### config.mk
export PLATFORM = sky130hd
export DESIGN_NAME = copy_beat_sizer
export DESIGN_NICKNAME = d
export VERILOG_FILES = /design/src/rtl/copy_sizer_pkg.sv /design/src/rtl/beat_width_pick.sv /design/src/rtl/copy_cursor.sv /design/src/rtl/copy_beat_sizer.sv
export SDC_FILE = /design/constraint.sdc
export NUM_CORES = 1
export LEC_CHECK = 0
export BUFFER_PORTS_ARGS = -buffer_cell sky130_fd_sc_hd__buf_4
export CAP_MARGIN = 20
export CORE_MARGIN = 2
export CORE_UTILIZATION = 40
export DETAILED_ROUTE_END_ITERATION = 16
export GPL_ROUTABILITY_DRIVEN = 0
export PLACE_DENSITY_LB_ADDON = 0.2
export SETUP_SLACK_MARGIN = 0.2
export SYNTH_ARGS = -nofsm -noshare
export SYNTH_HDL_FRONTEND = slang
export SYNTH_SLANG_ARGS = --single-unit
### constraint.sdc
create_clock -name clk -period 3.5 [get_ports clk]
set_clock_uncertainty 0.15 [all_clocks]
set_input_delay 0 -clock clk [delete_from_list [all_inputs] [get_ports clk]]
set_output_delay 0 -clock clk [all_outputs]
set_load 0.02 [all_outputs]
### src/rtl/copy_sizer_pkg.sv
package copy_sizer_pkg;
  typedef enum logic [1:0] {
    BEAT_B = 2'd0,
    BEAT_H = 2'd1,
    BEAT_W = 2'd2
  } beat_sz_e;

  localparam int BEAT_BYTES_W = 3;
endpackage

### src/rtl/beat_width_pick.sv
module beat_width_pick
  import copy_sizer_pkg::*;
#(
  parameter int CNT_W = 16
) (
  input  logic [1:0]              addr_lo,
  input  logic [CNT_W-1:0]        rem,
  output beat_sz_e                sz,
  output logic [BEAT_BYTES_W-1:0] nbytes
);
  logic ge4, ge2;

  assign ge4 = (rem >= CNT_W'(4));
  assign ge2 = (rem >= CNT_W'(2));

  always_comb begin
    if (addr_lo == 2'b00 && ge4) begin
      sz     = BEAT_W;
      nbytes = BEAT_BYTES_W'(4);
    end else if (!addr_lo[0] && ge2) begin
      sz     = BEAT_H;
      nbytes = BEAT_BYTES_W'(2);
    end else begin
      sz     = BEAT_B;
      nbytes = BEAT_BYTES_W'(1);
    end
  end
endmodule

### src/rtl/copy_cursor.sv
module copy_cursor
  import copy_sizer_pkg::*;
#(
  parameter int ADDR_W = 32,
  parameter int CNT_W  = 16
) (
  input  logic                    clk,
  input  logic                    rst_n,
  input  logic                    load,
  input  logic [ADDR_W-1:0]       load_addr,
  input  logic [CNT_W-1:0]        load_cnt,
  input  logic                    step,
  input  logic [BEAT_BYTES_W-1:0] step_bytes,
  output logic [ADDR_W-1:0]       cur_addr,
  output logic [CNT_W-1:0]        rem,
  output logic                    busy
);
  localparam int APAD = ADDR_W - BEAT_BYTES_W;
  localparam int CPAD = CNT_W - BEAT_BYTES_W;

  always_ff @(posedge clk or negedge rst_n) begin
    if (!rst_n) begin
      cur_addr <= '0;
      rem      <= '0;
    end else if (load) begin
      cur_addr <= load_addr;
      rem      <= load_cnt;
    end else if (step) begin
      cur_addr <= cur_addr + {{APAD{1'b0}}, step_bytes};
      rem      <= rem - {{CPAD{1'b0}}, step_bytes};
    end
  end

  assign busy = (rem != '0);
endmodule

### src/rtl/copy_beat_sizer.sv
module copy_beat_sizer
  import copy_sizer_pkg::*;
#(
  parameter int ADDR_W = 32,
  parameter int CNT_W  = 16
) (
  input  logic              clk,
  input  logic              rst_n,
  input  logic              start,
  input  logic [ADDR_W-1:0] start_addr,
  input  logic [CNT_W-1:0]  byte_cnt,
  output logic              beat_valid,
  input  logic              beat_ready,
  output logic [ADDR_W-1:0] beat_addr,
  output logic [1:0]        beat_size,
  output logic              done
);
  localparam int CPAD = CNT_W - BEAT_BYTES_W;

  logic                    busy;
  logic [CNT_W-1:0]        rem;
  logic                    take_start;
  logic                    step;
  logic                    last_step;
  beat_sz_e                sz;
  logic [BEAT_BYTES_W-1:0] nbytes;
  logic                    done_q;

  assign take_start = start && !busy;
  assign step       = busy && beat_ready;
  assign last_step  = step && (rem == {{CPAD{1'b0}}, nbytes});

  copy_cursor #(.ADDR_W(ADDR_W), .CNT_W(CNT_W)) u_cursor (
    .clk        (clk),
    .rst_n      (rst_n),
    .load       (take_start),
    .load_addr  (start_addr),
    .load_cnt   (byte_cnt),
    .step       (step),
    .step_bytes (nbytes),
    .cur_addr   (beat_addr),
    .rem        (rem),
    .busy       (busy)
  );

  beat_width_pick #(.CNT_W(CNT_W)) u_pick (
    .addr_lo (beat_addr[1:0]),
    .rem     (rem),
    .sz      (sz),
    .nbytes  (nbytes)
  );

  always_ff @(posedge clk or negedge rst_n) begin
    if (!rst_n) done_q <= 1'b0;
    else        done_q <= (take_start && byte_cnt == '0) || last_step;
  end

  assign beat_valid = busy;
  assign beat_size  = sz;
  assign done       = done_q;
endmodule

==> After elaboration in Yosys (flattened, before gate mapping) <==
Cells that the tools add are included.
{ "op_classes": {"add_sub_neg": 2, "mux": 8, "n_eq_ne": 1, "n_reduce_logical": 13, "order_cmp": 2} }
{ "ops": {"columns": ["cell", "count"], "rows": [
  ["$mux W32", 2],
  ["$add A32 B3 Y32", 1],
  ["$mux W16", 2],
  ["$eq A16 B3 Y1", 1],
  ["$ge A16 B2 Y1 const B", 1],
  ["$ge A16 B3 Y1 const B", 1],
  ["$logic_not A16 Y1", 1],
  ["$reduce_bool A16 Y1", 1],
  ["$sub A16 B3 Y16", 1],
  ["$logic_and A1 B1 Y1", 6],
  ["$mux W2", 2],
  ["$mux W3", 1],
  ["$logic_not A1 Y1", 2],
  ["$logic_not A2 Y1", 1],
  ["$reduce_bool A2 Y1", 1],
  ["$logic_or A1 B1 Y1", 1],
  ["$mux W1", 1]
]} }
{ "word_totals": {"regBits": 49, "elab_cells": 29} }

==> Logic depth before layout (Yosys ltp) <==
Gate-level depths: netlist of the first run.
{ "logic_depth": {"depth_word": 7, "depth_mapped": 14, "mapped_depth_nobuf": 13} }

==> Cells and area by module <==
From an unflattened synthesis of the first run, not the netlist that was laid out.
{ "unflattened": {"hier_cells": 362, "area_unflattened_um2": 3134.3} }
{ "modules_own_cells": {"columns": ["module", "n_inst", "area_per_inst_um2", "cells_per_inst", "seq_area_each_um2"], "rows": [
  ["copy_cursor", 1, 2881.5, 330, 1201.2],
  ["copy_beat_sizer", 1, 145.1, 19, 25.0],
  ["beat_width_pick", 1, 107.6, 13, 0.0]
]} }

==> Worst setup path after synthesis of the first run <==
No wires, ideal clock.
{ "synth_timing": {"kind": "register to register", "from": "register u_cursor.rem[6]", "to": "register u_cursor.cur_addr[26]", "t_required_ps": 3209, "path_buffers": 0, "synth_period_minus_slack_ps": 3678, "path_stages_with_launch": 12, "setup_ps": 141, "setup_slack_ps": -178, "arrival_ps": 3387, "path_cell_list": "dfrtp_1 -> nor4_1 -> nand4_1 -> o21ai_0 -> inv_1 -> nor3_1 -> ha_1 -> a21o_1 -> a31oi_1 -> nor4_1 -> a41o_1 -> a31oi_1"} }
{ "synth_between": {"elab_chain_len": 7, "elab_cells_between_ends": 14} }
{ "synth_lines": {"columns": ["element", "line", "rtl"], "rows": [
  ["start: declaration", "copy_cursor.sv:15", "output logic [CNT_W-1:0] rem,"],
  ["start signal: assignment", "copy_cursor.sv:27", "rem <= load_cnt;"],
  ["start signal: assignment", "copy_cursor.sv:30", "rem <= rem - {{CPAD{1'b0}}, step_bytes};"],
  ["$ge A16 B2 Y1", "beat_width_pick.sv:14", "assign ge2 = (rem >= CNT_W'(2));"],
  ["$logic_and A1 B1 Y1", "beat_width_pick.sv:20", "end else if (!addr_lo[0] && ge2) begin"],
  ["$mux W2", "beat_width_pick.sv:20", null],
  ["$mux W3", "beat_width_pick.sv:17", "if (addr_lo == 2'b00 && ge4) begin"],
  ["$add A32 B3 Y32", "copy_cursor.sv:29", "cur_addr <= cur_addr + {{APAD{1'b0}}, step_bytes};"],
  ["$mux W32", "copy_cursor.sv:28", "end else if (step) begin"],
  ["$mux W32", "copy_cursor.sv:25", "end else if (load) begin"],
  ["end signal: assignment", "copy_cursor.sv:26", "cur_addr <= load_addr;"],
  ["end signal: assignment", "copy_cursor.sv:29", null],
  ["end: declaration", "copy_cursor.sv:14", "output logic [ADDR_W-1:0] cur_addr,"]
]} }
Several ways; a longest one is shown, not always the timed one. The select of a mux whose other input is x is not followed.
A chain may end at the register's enable or synchronous reset.

==> Worst setup path in the final report of the first run <==
{ "layout_timing": {"from": "register u_cursor.rem[4]", "to": "register u_cursor.rem[13]"} }
{ "layout_between": {"elab_chain_len": 7, "elab_cells_between_ends": 14} }
{ "layout_lines": {"columns": ["element", "line"], "rows": [
  ["$ge A16 B2 Y1", "beat_width_pick.sv:14"],
  ["$logic_and A1 B1 Y1", "beat_width_pick.sv:20"],
  ["$mux W2", "beat_width_pick.sv:20"],
  ["$mux W3", "beat_width_pick.sv:17"],
  ["$sub A16 B3 Y16", "copy_cursor.sv:30"],
  ["$mux W16", "copy_cursor.sv:28"],
  ["$mux W16", "copy_cursor.sv:25"]
]} }
Several ways; a longest one is shown, not always the timed one. The select of a mux whose other input is x is not followed.

==> results.md, run 1 <==
* Status: complete, no violations
* Layout cells sized above 1 at 29.5%
* Type of the worst setup path: reg -> reg
* Minimum clock period at 3.20 ns
* Clock sink total at 49
* Place WS at between 0.1 and 0.15 ns
* Multi-input gate area at approximately 1800 sq um
* Worst path required time at 3.60 ns
* Clk_lat worst skew at 0.30 ns
* Row count at 32
* # DRC at 0
* Pin count of the biggest net entering global routing at 50
* Area of the mapped netlist at 3110 sq um
* ANT nets after route at 0
* Post-synth top area cell: dfrtp_1
* Static Leak at 2.15 nW
* Hpwl dp at about 6.4 mm
* Final Max Tran Viols at 0
* CTS root buf: clkbuf_8
* Post-synthesis sequential area ratio at around two fifths
* Starting Density at 40.9%
* Iter 0 DRT Violations at approximately 240
* Metal-1 WL at 4.17 mm
* Post-DR vias/cell at 5.76
* CP endpoint kind: register
* Deepest clock path buffer count at 2
* Async S/R FF share, synth at 100%
* Cts bufs inserted at 5
* Area after DPL at around 4000 sq um
* Worst VDD drop at around 0.36 mV
* Number of synthesized flops with an enable pin at 0
* Die width at around 92 um
* DRT Pass-1 Iters at 4
* Synth top area cells: dfrtp_1, nand2_1, nor2_1, a31oi_1, inv_1
* Die footprint at between 8000 and 9000 sq um
* Area growth from synthesis to layout at 53.3%
* Power density over cell area at 758 nW/um^2
* I/O Buffers at 87
* Total Power at 3.61 mW
* Placed Cells at 548
* Number of global-route vias before repair at between 3000 and 4000
* CTS tree: yes
* Initial antenna violation count at 0
* Final setup vio count at 0
* Flip-flop and latch area at 1230 sq um
* Avg Inst Size Synth at 8.61 sq um
* CP delay by family, top: simple AND/OR/NAND/NOR gates
* Post-synth top area share at about two fifths
* Top post-synthesis cells by count: dfrtp_1, nand2_1, nor2_1
* Synth Instances at around 360
* Warnings from Yosys at 0
* Worst EP arrival at 3.30 ns
* Met3 WL post-DR at 581 um
* Count of different cell masters after synthesis at 51
* Mapped Nets at between 400 and 500
* Vias at 3557
* Final Cycle Share at 91.5%
* Die height at 92.1 um
* Routed WL per cell at 16.0 um
* DR WL met2 at around 5 mm
* Setup slack after layout at 0.296 ns
* Fin cells at between 600 and 700
* H-tree depth at 2
* Slowest library cell on the worst path: dfrtp_2
* Final instance area at between 4000 and 5000 sq um
* Fmax at 312 MHz
* Most numerous cell in the Yosys netlist: dfrtp_1
* Total congestion overflow at 0
* Fill count at 668
* Core Area at approximately 7600 sq um
* Top Metal Used: met4
* Setup crit start kind: register
* Clock transition at path regs at roughly 0.10 ns
* Setup TNS at 0 ns
* Predominant post-synthesis flop cell: dfrtp_1
* Ant. Diodes at 0
* Number of synthesized register bits at 49
* Worst Path Max Fanout at 8
* Slew headroom at a little over half
* Final #Nets at approximately 570
* Critical-path cell list: nor4_4 -> nand4_1 -> o21ai_1 -> buf_4 -> nand2_1 -> ha_1 -> nor2b_1 -> o21ai_1 -> buf_4 -> nand4_1 -> or4_1 -> nand3_1
* IO Count at 88
* Max-Cap Viols at 0
* Hold WC Path Type: in -> reg
* RSZ-0062 raised after global routing: yes
* Hold Fails Final Rpt at 0
* Worst path max stage delay at 0.46 ns
* Fin util at 62.6%
* Global-route wire length before repair at 15.9 mm
* All-layer global routing usage at 23.2%
* Hold slack final at around 0.018 ns
* Worst-margin pin slew at 0.675 ns
* Routed WL at 9.90 mm
* Bufs and invs on worst path at 2
[metal layers]
metal,track usage [%],vias up
li1,-,1686
met1,30.1,1728
met2,40.9,133
met3,3.94,10
met4,4.60,0
met5,0,-
[flip-flops by register name, summed over array words and instances (netlist names)]
signal             flops
u_cursor.cur_addr     32
u_cursor.rem          16
done                   1
[what timing repair did]
action	4_1_cts	5_1_grt
endpoints found under the hold margin	98	0
pin swaps	1	8
resized for setup	2	20
hold buffers	51	0
setup endpoints to repair	11	42
setup buffers	1	10
[kinds of logic after synthesis]
| group | Yosys count | share of synthesized area [%] |
|---|---|---|
| buf+inv | 44 | 5.60 |
| xor+xnor | 5 | 1.41 |
| flops | 49 | 39.5 |
| fa+ha+maj | 6 | 2.66 |
| simple gates | 158 | 27.1 |
| compound gates | 99 | 23.8 |
[power by group]
part	internal (mW)	switching [mW]	leakage [nW]
combinational	0.978	1.13	1.53
sequential	0.794	0.333	0.563
clock	0.179	0.199	0.0542
total	1.95	1.66	2.15
[layout make-up]
class | count | share of cell area (%)
flip-flops and latches | 49 | 25.8
inverters | 26 | 2.05
well taps | 102 | 2.68
clock inverters | 1 | 0.105
clock buffers | 7 | 2.02
multi-input cells | 268 | 38.7
repair buffers | 165 | 28.7
[worst paths after layout]
check | endpoint | slack [ns] | depth (start not counted) | startpoint
hold / removal | u_cursor.rem[0]$_DFFE_PN0P_ | 0.02 | 4 | beat_ready
setup / recovery | u_cursor.rem[13]$_DFFE_PN0P_ | 0.30 | 12 | u_cursor.rem[4]$_DFFE_PN0P_
min in group asynchronous | u_cursor.rem[5]$_DFFE_PN0P_ | 0.12 | 2 | rst_n
max in group asynchronous | u_cursor.rem[9]$_DFFE_PN0P_ | 2.62 | 2 | rst_n
setup reg to reg | u_cursor.rem[13]$_DFFE_PN0P_ | 0.30 | 12 | u_cursor.rem[4]$_DFFE_PN0P_
hold reg to reg | u_cursor.cur_addr[6]$_DFFE_PN0P_ | 0.42 | 1 | u_cursor.cur_addr[6]$_DFFE_PN0P_
[cells in the final DEF (no fill, tap or decap), types with 4 or more instances in the layout]
cell type,count
nor4_1,9
nor3_1,9
dfrtp_1,46
nand3_1,12
or4_1,6
a21oi_1,9
and3_1,7
nor2_1,32
a22oi_1,4
and2_1,4
inv_1,24
a221o_1,4
nand4_1,13
buf_4,114
nand4b_1,4
a311oi_1,5
nor4_4,6
o21ai_0,14
a32oi_1,7
a21o_1,5
clkbuf_8,7
a31oi_1,14
nand2_1,36
a211oi_1,9
o211ai_1,4
dlygate4sd3_1,51
and4_1,5
[worst reg2reg max path: cells and delay by family (launching register included)]
family | cells | cell delay (ns)
simple gates | 7 | 1.52
flops | 1 | 0.46
compound gates | 2 | 0.38
buf+inv | 2 | 0.32
fa+ha+maj | 1 | 0.32
(Power assumes the default switching activity.)
==> run 2, diff against run 1 <==
Settings changed: PLACE_DENSITY_LB_ADDON 0.2 to 0.08.
Clock period 3.5 ns to 3.85 ns, I/O delays scaled along.
==> run 2 against run 1 <==
Effect of this change: cell area is 5.1% lower; via count is 2.5% lower; final cell count is 2.8% lower; critical path depth is 1 higher; sequential power is 12% lower; power is 15% lower; worst hold slack worse by 0.013 ns; global-route usage is 0.33 points higher; first-iteration DRC count is 40% lower; die area stayed put; register-to-register slack better by 0.17 ns.
==> results.md, run 2 (synthesis results as in run 1) <==
* Clock sink total at 49
* Number of global-route vias before repair at 3320
* Type of the worst setup path: reg -> reg
* Reg2Reg Launch Point: u_cursor.rem[6]$_DFFE_PN0P_
* Slowest library cell on the worst path: dlygate4sd3_1
* Die footprint at 8490 sq um
* Hold EP: u_cursor.rem[0]$_DFFE_PN0P_
* Critical-path cell list: nor4_1 -> buf_4 -> nand4_1 -> nor3_1 -> nor2_1 -> inv_1 -> ha_1 -> inv_1 -> fa_1 -> nor2_1 -> nor3b_1 -> a221o_1 -> dlygate4sd3_1
* Total congestion overflow at 0
* Setup crit start kind: register
* Final Max Tran Viols at 0
* Hold Fails Final Rpt at 0
* Cell count of the worst reg-to-reg path at 13
* Routed WL per cell at 16.4 um
* Worst path required time at 3.89 ns
* Worst path max stage delay at 0.57 ns
* Post-DR vias/cell at 5.77
* I/O Buffers at 87
* Core Area at 7610 sq um
* CP delay by family, top: simple AND/OR/NAND/NOR gates
* Layout cells sized above 1 at roughly 24%
* Status: complete, no violations
* Hold WC Path Type: in -> reg
* Global-route wire length before repair at 16.1 mm
* Minimum clock period at 3.39 ns
* Worst-margin pin slew at 0.718 ns
* Reg with most FFs: u_cursor.cur_addr
* Setup Fix Bufs, Post-CTS at 0
* Hold_sp: beat_ready
* Static Leak at 2.03 nW
* DRT Pass-1 Iters at 5
* Initial antenna violation count at 0
* Iter 0 DRT Violations at 147
* Deepest clock path buffer count at 2
* Max-Cap Viols at 0
* CP endpoint kind: register
* Clk_lat worst skew at 0.31 ns
* Most frequent cells in the layout: buf_4, dlygate4sd3_1, dfrtp_1
* Die height at approximately 92 um
* Die width at around 92 um
* Hold path depth at 4
* Hpwl dp at between 6 and 7 mm
* Area growth from synthesis to layout at 45.5%
* Pin count of the biggest net entering global routing at 50
* Ant. Diodes at 0
* Clock transition at path regs at 0.09 ns
* Max FFs per register at 32
* Fmax at 295 MHz
* Bufs and invs on worst path at 4
* Slew headroom at 52.0%
* Row count at 32
* Final setup vio count at 0
* Final Cycle Share at 88.0%
* CTS root buf: clkbuf_8
* Fin util at roughly 60%
* Worst Path Max Fanout at 4
* Worst R2R End: u_cursor.rem[2]$_DFFE_PN0P_
* CTS tree: yes
* Vias at 3467
* Setup TNS at 0 ns
* RSZ-0062 raised after global routing: no
* # DRC at 0
* Worst EP arrival at 3.43 ns
* Most frequent standard cell in the layout excluding fill and tap cells: buf_4
* Cts bufs inserted at 5
* Power density over cell area at 677 nW/um^2
* Final #Nets at 556
* Worst VDD drop at 0.285 mV
* Starting Density at 40.9%
* IO Count at 88
* Routed WL at 9.83 mm
* Flop2flop setup slack at ~0.46 ns
* H-tree depth at 2
* ANT nets after route at 0
* All-layer global routing usage at 23.5%
run 2: through the flow:
stage	instance area, sq um	setup slack [ns]	hold WS [ns]	power [mW]	std cells
6_report	4520	0.462	0.00485	3.06	601
4_1_cts	4480	0.242	0.00251	3.02	601
3_5_place_dp	3890	0.250	-0.0642	2.65	542
3_3_place_gp	3890	0.346	-0.0724	2.61	542
5_1_grt	4520	0.211	0.0280	3.31	601
2_1_floorplan	3110	0.403	-0.446	2.04	361
run 2: layout make-up:
type | instances | area [sq um]
repair buffers | 148 | 1240
flip-flops and latches | 49 | 1230
multi-input cells | 268 | 1750
clock buffers | 8 | 80.1
well taps | 102 | 128
fillers | 722 | 3090
inverters | 26 | 97.6
run 2: worst max-delay path by stage:
stage                     depth (start not counted)                                end                    startpoint  slack, ns
after floorplan                                  11  u_cursor.cur_addr[26]$_DFFE_PN0P_   u_cursor.rem[6]$_DFFE_PN0P_       0.40
after global placement                           11   u_cursor.cur_addr[7]$_DFFE_PN0P_   u_cursor.rem[6]$_DFFE_PN0P_       0.35
after detailed placement                         10   u_cursor.cur_addr[7]$_DFFE_PN0P_  u_cursor.rem[13]$_DFFE_PN0P_       0.25
after CTS                                        11   u_cursor.cur_addr[7]$_DFFE_PN0P_   u_cursor.rem[6]$_DFFE_PN0P_       0.24
after global routing                             11  u_cursor.cur_addr[11]$_DFFE_PN0P_   u_cursor.rem[6]$_DFFE_PN0P_       0.21
final                                            13        u_cursor.rem[2]$_DFFE_PN0P_   u_cursor.rem[6]$_DFFE_PN0P_       0.46
run 2: what timing repair did:
| action | CTS | global route |
|---|---|---|
| gates resized for setup | 0 | 9 |
| endpoints found under the hold margin | 98 | 0 |
| hold buffers | 51 | 0 |
| endpoints found under the setup margin | 0 | 35 |
run 2: metal layers:
metal | GRT usage (%) | part of all wire, % | wire, um | up-vias
met5 | 0 | 0 | 0 | -
li1 | - | - | - | 1653
met2 | 38.7 | 49 | 4860 | 123
met1 | 31.7 | 43 | 4260 | 1677
met3 | 4.52 | 5.4 | 531 | 14
met4 | 6.59 | 1.9 | 182 | 0
run 2: worst register-to-register path: cells and delay by family, from the launching register on:
kind            cells  cell delay (ns)
compound gates      1             0.26
fa+ha+maj           2             0.53
buf+inv             4             0.90
flops               1             0.41
simple gates        6             1.04
run 2: power breakdown:
group / internal, mW / total (mW) / switching, mW
combinational: 0.759 / 1.75 / 0.994
clock: 0.130 / 0.308 / 0.178
sequential: 0.720 / 1.00 / 0.282
total: 1.61 / 3.06 / 1.45
